===== src/rtl/acc_cpu.sv =====
module acc_cpu (
  input  logic       clk,
  input  logic       rst_n,
  output logic [7:0] mem_addr,
  output logic [7:0] mem_wdata,
  input  logic [7:0] mem_rdata,
  output logic       mem_we
);
  typedef enum logic [1:0] {PH_OP, PH_AD, PH_EX} phase_t;

  phase_t     phase;
  logic [7:0] pc, acc, adr;
  logic [3:0] code;
  logic [7:0] opnd, alu;
  logic       take;

  assign opnd      = code[3] ? adr : mem_rdata;
  assign take      = (code[2:0] == 3'd7) && (code[3] || acc == 8'h00);
  assign mem_addr  = (phase == PH_EX) ? adr : pc;
  assign mem_wdata = acc;
  assign mem_we    = (phase == PH_EX) && (code == 4'd1);

  always_comb begin
    case (code[2:0])
      3'd0:    alu = opnd;
      3'd2:    alu = code[3] ? acc : ~acc;
      3'd3:    alu = acc + opnd;
      3'd4:    alu = acc - opnd;
      3'd5:    alu = acc & opnd;
      3'd6:    alu = acc | opnd;
      default: alu = acc;
    endcase
  end

  always_ff @(posedge clk or negedge rst_n) begin
    if (!rst_n) begin
      phase <= PH_OP;
      pc    <= 8'h00;
      acc   <= 8'h00;
      adr   <= 8'h00;
      code  <= 4'h0;
    end else begin
      case (phase)
        PH_OP: begin
          code  <= mem_rdata[3:0];
          pc    <= pc + 8'd1;
          phase <= PH_AD;
        end
        PH_AD: begin
          adr   <= mem_rdata;
          phase <= PH_EX;
        end
        default: begin
          acc   <= alu;
          pc    <= take ? pc + adr : pc + 8'd1;
          phase <= PH_OP;
        end
      endcase
    end
  end

  AST_ACC_ONLY_IN_EXEC: assert property (@(posedge clk) disable iff (!rst_n)
    phase != PH_EX |=> $stable(acc));
  AST_STORE_KEEPS_ACC: assert property (@(posedge clk) disable iff (!rst_n)
    mem_we |=> $stable(acc));
  AST_NO_BRANCH_STEP: assert property (@(posedge clk) disable iff (!rst_n)
    (phase == PH_EX && !take) |=> pc == $past(pc) + 8'd1);
  AST_HALT_LOOP: assert property (@(posedge clk) disable iff (!rst_n)
    (phase == PH_EX && take && adr == 8'hFF) |=> pc == $past(pc) - 8'd1);
  AST_UNUSED_INERT: assert property (@(posedge clk) disable iff (!rst_n)
    (phase == PH_EX && (code == 4'd9 || code == 4'd10)) |=> $stable(acc) && !$past(mem_we));
endmodule


===== config.mk =====
export PLATFORM = sky130hd
export DESIGN_NAME = acc_cpu
export DESIGN_NICKNAME = d
export VERILOG_FILES = /design/src/rtl/acc_cpu.sv
export SDC_FILE = /design/constraint.sdc
export NUM_CORES = 1
export LEC_CHECK = 0
export ABC_AREA = 1
export BUFFER_PORTS_ARGS = -buffer_cell sky130_fd_sc_hd__clkbuf_2
export CAP_MARGIN = 20
export CORE_MARGIN = 2
export CORE_UTILIZATION = 40
export DETAILED_ROUTE_END_ITERATION = 16
export GPL_TIMING_DRIVEN = 0
export MAX_ROUTING_LAYER = met4
export PLACE_DENSITY = 0.61
export SYNTH_ARGS = -nofsm -noshare
export SYNTH_HDL_FRONTEND = slang
export SYNTH_SLANG_ARGS = --single-unit

===== constraint.sdc =====
create_clock -name clk -period 3.11 [get_ports clk]
set_clock_uncertainty 0.15 [all_clocks]
set_input_delay 0.311 -clock clk [delete_from_list [all_inputs] [get_ports clk]]
set_output_delay 0.311 -clock clk [all_outputs]
set_load 0.05 [all_outputs]

Word level (Yosys, flattened, before mapping)

Index checks and enable logic that the tools add are counted.

Register bits after elaboration: 30
Bits of input ports: 10

Reductions and logical operators: 9
Bitwise gates (word level): 4
Add/subtract/negate cells: 4
Equality and inequality tests: 10
Muxes and demuxes: 7

Operators by type and width:

| kind                                          | count |
|---|---|
| one-hot mux 8 bit (6 select lines)            | 1 |
| 2-to-1 mux 8 bit                              | 4 |
| adder 8 bit                                   | 2 |
| one-hot mux 8 bit (2 select lines)            | 1 |
| == test 3 bit, second input constant          | 4 |
| adder 8 x 1 -> 8 bit, second input constant   | 1 |
| bitwise AND 8 bit                             | 1 |
| zero test 8 bit                               | 1 |
| NOT 8 bit                                     | 1 |
| bitwise OR 8 bit                              | 1 |
| subtractor 8 bit                              | 1 |
| == test 3 x 2 -> 1 bit, second input constant | 2 |
| nonzero test 6 bit                            | 1 |
| == test 4 x 1 -> 1 bit, second input constant | 1 |
| one-hot mux 2 bit (2 select lines)            | 1 |
| zero test 3 bit                               | 1 |
| AND reduction 3 bit                           | 1 |
| == test 2 x 1 -> 1 bit, second input constant | 1 |
| == test 2 bit, second input constant          | 1 |
| logical AND 1 bit                             | 2 |
| zero test 2 bit                               | 1 |
| != test 2 bit, second input constant          | 1 |
| OR reduction 2 bit                            | 1 |
| logical OR 1 bit                              | 1 |
| NOT 1 bit                                     | 1 |

Depth between registers and ports, before layout

Depth in word-level cells: 5
Mapped depth: 19
Mapped depth without buffers: 19

Worst setup path after synthesis

OpenSTA, ideal clock, no wires.

Path kind: register to register
Start: reg code[3]
End: reg acc[6], in the netlist mem_wdata[6]
Buffers on the path: 1
Cell stages (with the launch flop): 19
Clock period less this slack: 2.734 ns
Slack: 0.376 ns
Library setup time: 0.118 ns
Data arrival time: 2.466 ns
Cells stage by stage: dfrtp_1 buf_6 nand2_1 nand2_2 ha_1 or2_2 o21ai_0 inv_1 fa_1 inv_1 nand3_1 nand2_1 nand2_1 a21oi_1 o21ai_0 nand3_1 nand2_1 nand2_1 nand2_1

Word-level cells in the longest chain between the ends: 3
Elaborated cells on any way between the ends: 8
Those cells by class: 2 x add/sub; 1 x eq/ne; 2 x mux; 2 x bitwise; 1 x reduce/logical

Ends and longest elaborated chain:

| item                                     | line | text |
|---|---|---|
| from (decl)                              | 13   | `logic [3:0] code;` |
| from (signal assigned)                   | 45   | `code <= mem_rdata[3:0];` |
| 2-to-1 mux 8 bit                         | 17   | `assign opnd = code[3] ? adr : mem_rdata;` |
| subtractor 8 bit (tied with other cells) | 28   | `3'd4: alu = acc - opnd;` |
| one-hot mux 8 bit (6 select lines)       | 24   | `case (code[2:0])` |
| to (signal assigned)                     | 54   | `acc <= alu;` |
| to (decl)                                | 12   | `logic [7:0] pc, acc, adr;` |

Several ways; a longest one is shown, not always the timed one.
A chain may end at the register's enable or synchronous reset.

Final worst setup path

Same ends and word-level chain as after synthesis.

==> flow_summary.toml <==
[route]
postRouteWirelength_mm = 6.84
postRouteAntennaNets = 0
wl_per_cell_um = 13.5
via_per_inst = 5.08
dr.pass1.iters = 4
via_count = 2568
drc = 0
drt-initial-drc-count = 62

[logic_synthesis]
yosysSeqAreaShare_pct = 28.4
yosys.area.top_type_share_pct = 28.4
ys_top_cells_by_area = "dfrtp_1 28%, nand2_1 16%, ha_1 8.5%"
synth_warnings = 0
synth_nets = 422
synth-seq-cells = 30
synth-main-ff-cell = "dfrtp_1"
synth.distinct_cells = 34
netlist_area_um2 = 2640
synth_edf_count = 0
postSynth.asyncResetShare_pct = 100
syn_avg_cell_area_um2 = 6.74
yosysTopAreaCell = "dfrtp_1"
syn_inst = 392

[setup_path]
r2r-end = "mem_wdata[6]$_DFFE_PN0P_"
ff2ff_path_depth = 19
timing.rr.start = "code[3]$_DFFE_PN0P_"
crit_path_start_kind = "flip-flop"
arrival_ps = 2940
worstPathMaxFanout = 4
path_class = "reg2reg"
r2r_slack_ps = 250
crit_required_ps = 3190
end_kind = "flip-flop"

[final_layout]
drive_above_1_share_pct = 14.7
area_delta_synth_final_pct = 13.8
nets = 458
final-instance-count-excl-fill = 506
num_antenna_cells = 0

[min_path]
worstHoldStart = "mem_rdata[5]"
min_to = "adr[5]$_DFFE_PN0P_"
hold_path.class = "in2reg"
min_delay_path_depth = 3

[clock_tree]
cts-root-buf = "clkbuf_8"
clock_latency_ps = 290
cts_buffer_depth = 2
cts-htree-levels = 2
cts_tree = "built"
clk_pin_slew_ps = 70
numClockSinks = 30
cts_buffers = 5

[global_routing]
grt_start_max_net_pins = 31
grt_use_total_pct = 20.9
grt.overflow.total = 0
grt_pass1_vias = 2517
grt_pass1_wl_mm = 11.8
grt_antenna_before_repair = 0

[sta]
slew-limit-headroom_pct = 47.0
worstMarginPinSlew_ps = 796
fmax_mhz = 350
rsz0062_at_grt = "false"
hold_slack_ps = 96.6
finalSetupViolations = 0
drv_slew = 0
final_hold_viol_count = 0
min_period_ps = 2860
timing.final.ws_setup_ps = 250
fin_tns_setup_ps = 0
period_share_pct = 92.0

[floorplan]
die_h_um = 85.3
start_util_pct = 41.4
pin_count = 27
rows = 29
core_um2 = 6390
fp.dieArea_um2 = 7280
die_w_um = 85.3

[power_and_ir_drop]
irDropWorstVdd_uv = 382
p_int_mw = 1.06
switchingPower_mw = 1.10
p_per_area_nw_per_um2 = 720
p_leak_nw = 1.59
p_seq_share_pct = 27.1
p_sw_share_pct = 51.0
power_frac_comb_pct = 57.0
power_frac_clock_pct = 15.9
power_mw = 2.17

[outcome]
outcome = "finished, final reports clean"

[placement]
hpwl_mm = 5.33
io_buffers = 26
gp_congestion = 0.838
dp.cells = 495
pre_cts_ws_ps = -1.20

[flow_run]
drv_cap = 0
logic make-up after synthesis:
group	count (synthesis)	synth area share (%)
compound gates	79	16.6
flops	30	28.4
buf+inv	61	9.09
fa+ha+maj	20	10.0
simple gates	187	30.9
xor+xnor	15	4.97
per-layer routing:
metal | vias up | global-route usage (%) | share of wire [%]
met5 | - | - | 0
met4 | 0 | 5.77 | 1.4
met3 | 11 | 3.31 | 2.1
met2 | 33 | 37.1 | 51
met1 | 1175 | 24.3 | 46
li1 | 1349 | - | -
how the worst max path moves through the flow:
stage / start / end / slack (ps) / cells past startpoint
final: code[3]$_DFFE_PN0P_ / mem_wdata[6]$_DFFE_PN0P_ / 250 / 19
after global routing: code[3]$_DFFE_PN0P_ / mem_wdata[6]$_DFFE_PN0P_ / 30 / 19
after CTS: code[3]$_DFFE_PN0P_ / mem_wdata[6]$_DFFE_PN0P_ / 40 / 18
after detailed placement: adr[1]$_DFFE_PN0P_ / mem_wdata[6]$_DFFE_PN0P_ / -1 / 18
after global placement: adr[1]$_DFFE_PN0P_ / mem_wdata[6]$_DFFE_PN0P_ / 30 / 18
after floorplan: code[3]$_DFFE_PN0P_ / mem_wdata[6]$_DFFE_PN0P_ / 380 / 18
flip-flops by register name (all words and copies together) (netlist names):
name / flops
pc: 8
mem_wdata: 8
adr: 8
phase: 2
code: 4
metrics by stage:
step           instance area, µm²  util (%)
3_3_place_gp                 2870      44.9
5_1_grt                      3010      47.1
3_5_place_dp                 2870      44.9
2_1_floorplan                2640         -
4_1_cts                      2980      46.6
6_report                     3010      47.1
area by class of cell:
cell class / instances / area, µm²
Fill cell: 670 / 3380
Multi-Input combinational cell: 301 / 1670
Sequential cell: 30 / 752
Inverter: 56 / 215
Timing Repair Buffer: 29 / 155
Tap cell: 77 / 96.3
Clock buffer: 7 / 86.3
Buffer: 5 / 27.5
Clock inverter: 1 / 5.00
power groups by stage:
| stage | combinational (mW) | sequential (mW) | clock, mW |
|---|---|---|---|
| 6_report | 1.23 | 0.587 | 0.345 |
| 4_1_cts | 1.23 | 0.585 | 0.352 |
| 3_3_place_gp | 1.20 | 0.587 | 0 |
| 5_1_grt | 1.39 | 0.603 | 0.373 |
| 3_5_place_dp | 1.22 | 0.591 | 0 |
| 2_1_floorplan | 0.879 | 0.669 | 0 |
worst max-delay path, cell delays in order (launching register included):
cell and delay, ps:
dfrtp_2 450, buf_6 130, nand2_1 70, nand2_2 70, ha_1 260, or2_2 320
o21ai_4 80, inv_2 50, fa_1 390, inv_2 70, nand3_1 60, nand2_1 90
nand2_1 90, a21oi_2 170, nor2_1 60, nand2_1 50, nand3_1 70, nand2_1 80
nand2_1 40, nand2_1 50
Yosys cell counts, types with 3 or more instances:
cell type / count
nand2_1: 112
inv_1: 53
nor2_1: 32
dfrtp_1: 30
o21ai_0: 29
a21oi_1: 22
nand3_1: 22
ha_1: 18
xor2_1: 12
o21ai_1: 9
o22ai_1: 6
o211ai_1: 5
nand2_2: 4
nor3_1: 4
or2_2: 4
clkbuf_1: 3
xnor2_1: 3
repair_timing:
| item | CTS | global route |
|---|---|---|
| pin swaps | 0 | 3 |
| setup endpoints to repair | 1 | 4 |
| hold buffers | 1 | 0 |
| resized for setup | 1 | 10 |
| setup buffers | 0 | 2 |
| hold endpoints to repair | 30 | 0 |
cell usage in the layout (no fill, tap or decap), types with 3 or more instances in the layout:
master,Yosys,final
o21ai_0,29,27
inv_1,53,50
inv_2,2,4
o21ai_2,2,3
clkbuf_1,3,4
nand2_1,112,112
or2_2,4,4
nor2_1,32,32
ha_1,18,18
o21ai_1,9,9
a21oi_1,22,21
nor3_1,4,4
clkbuf_8,0,6
xor2_1,12,12
dfrtp_1,30,29
o211ai_1,5,5
nand2_2,4,4
xnor2_1,3,3
o22ai_1,6,6
nand3_1,22,22
clkbuf_2,0,26
Power figures use the tool's default switching activity.
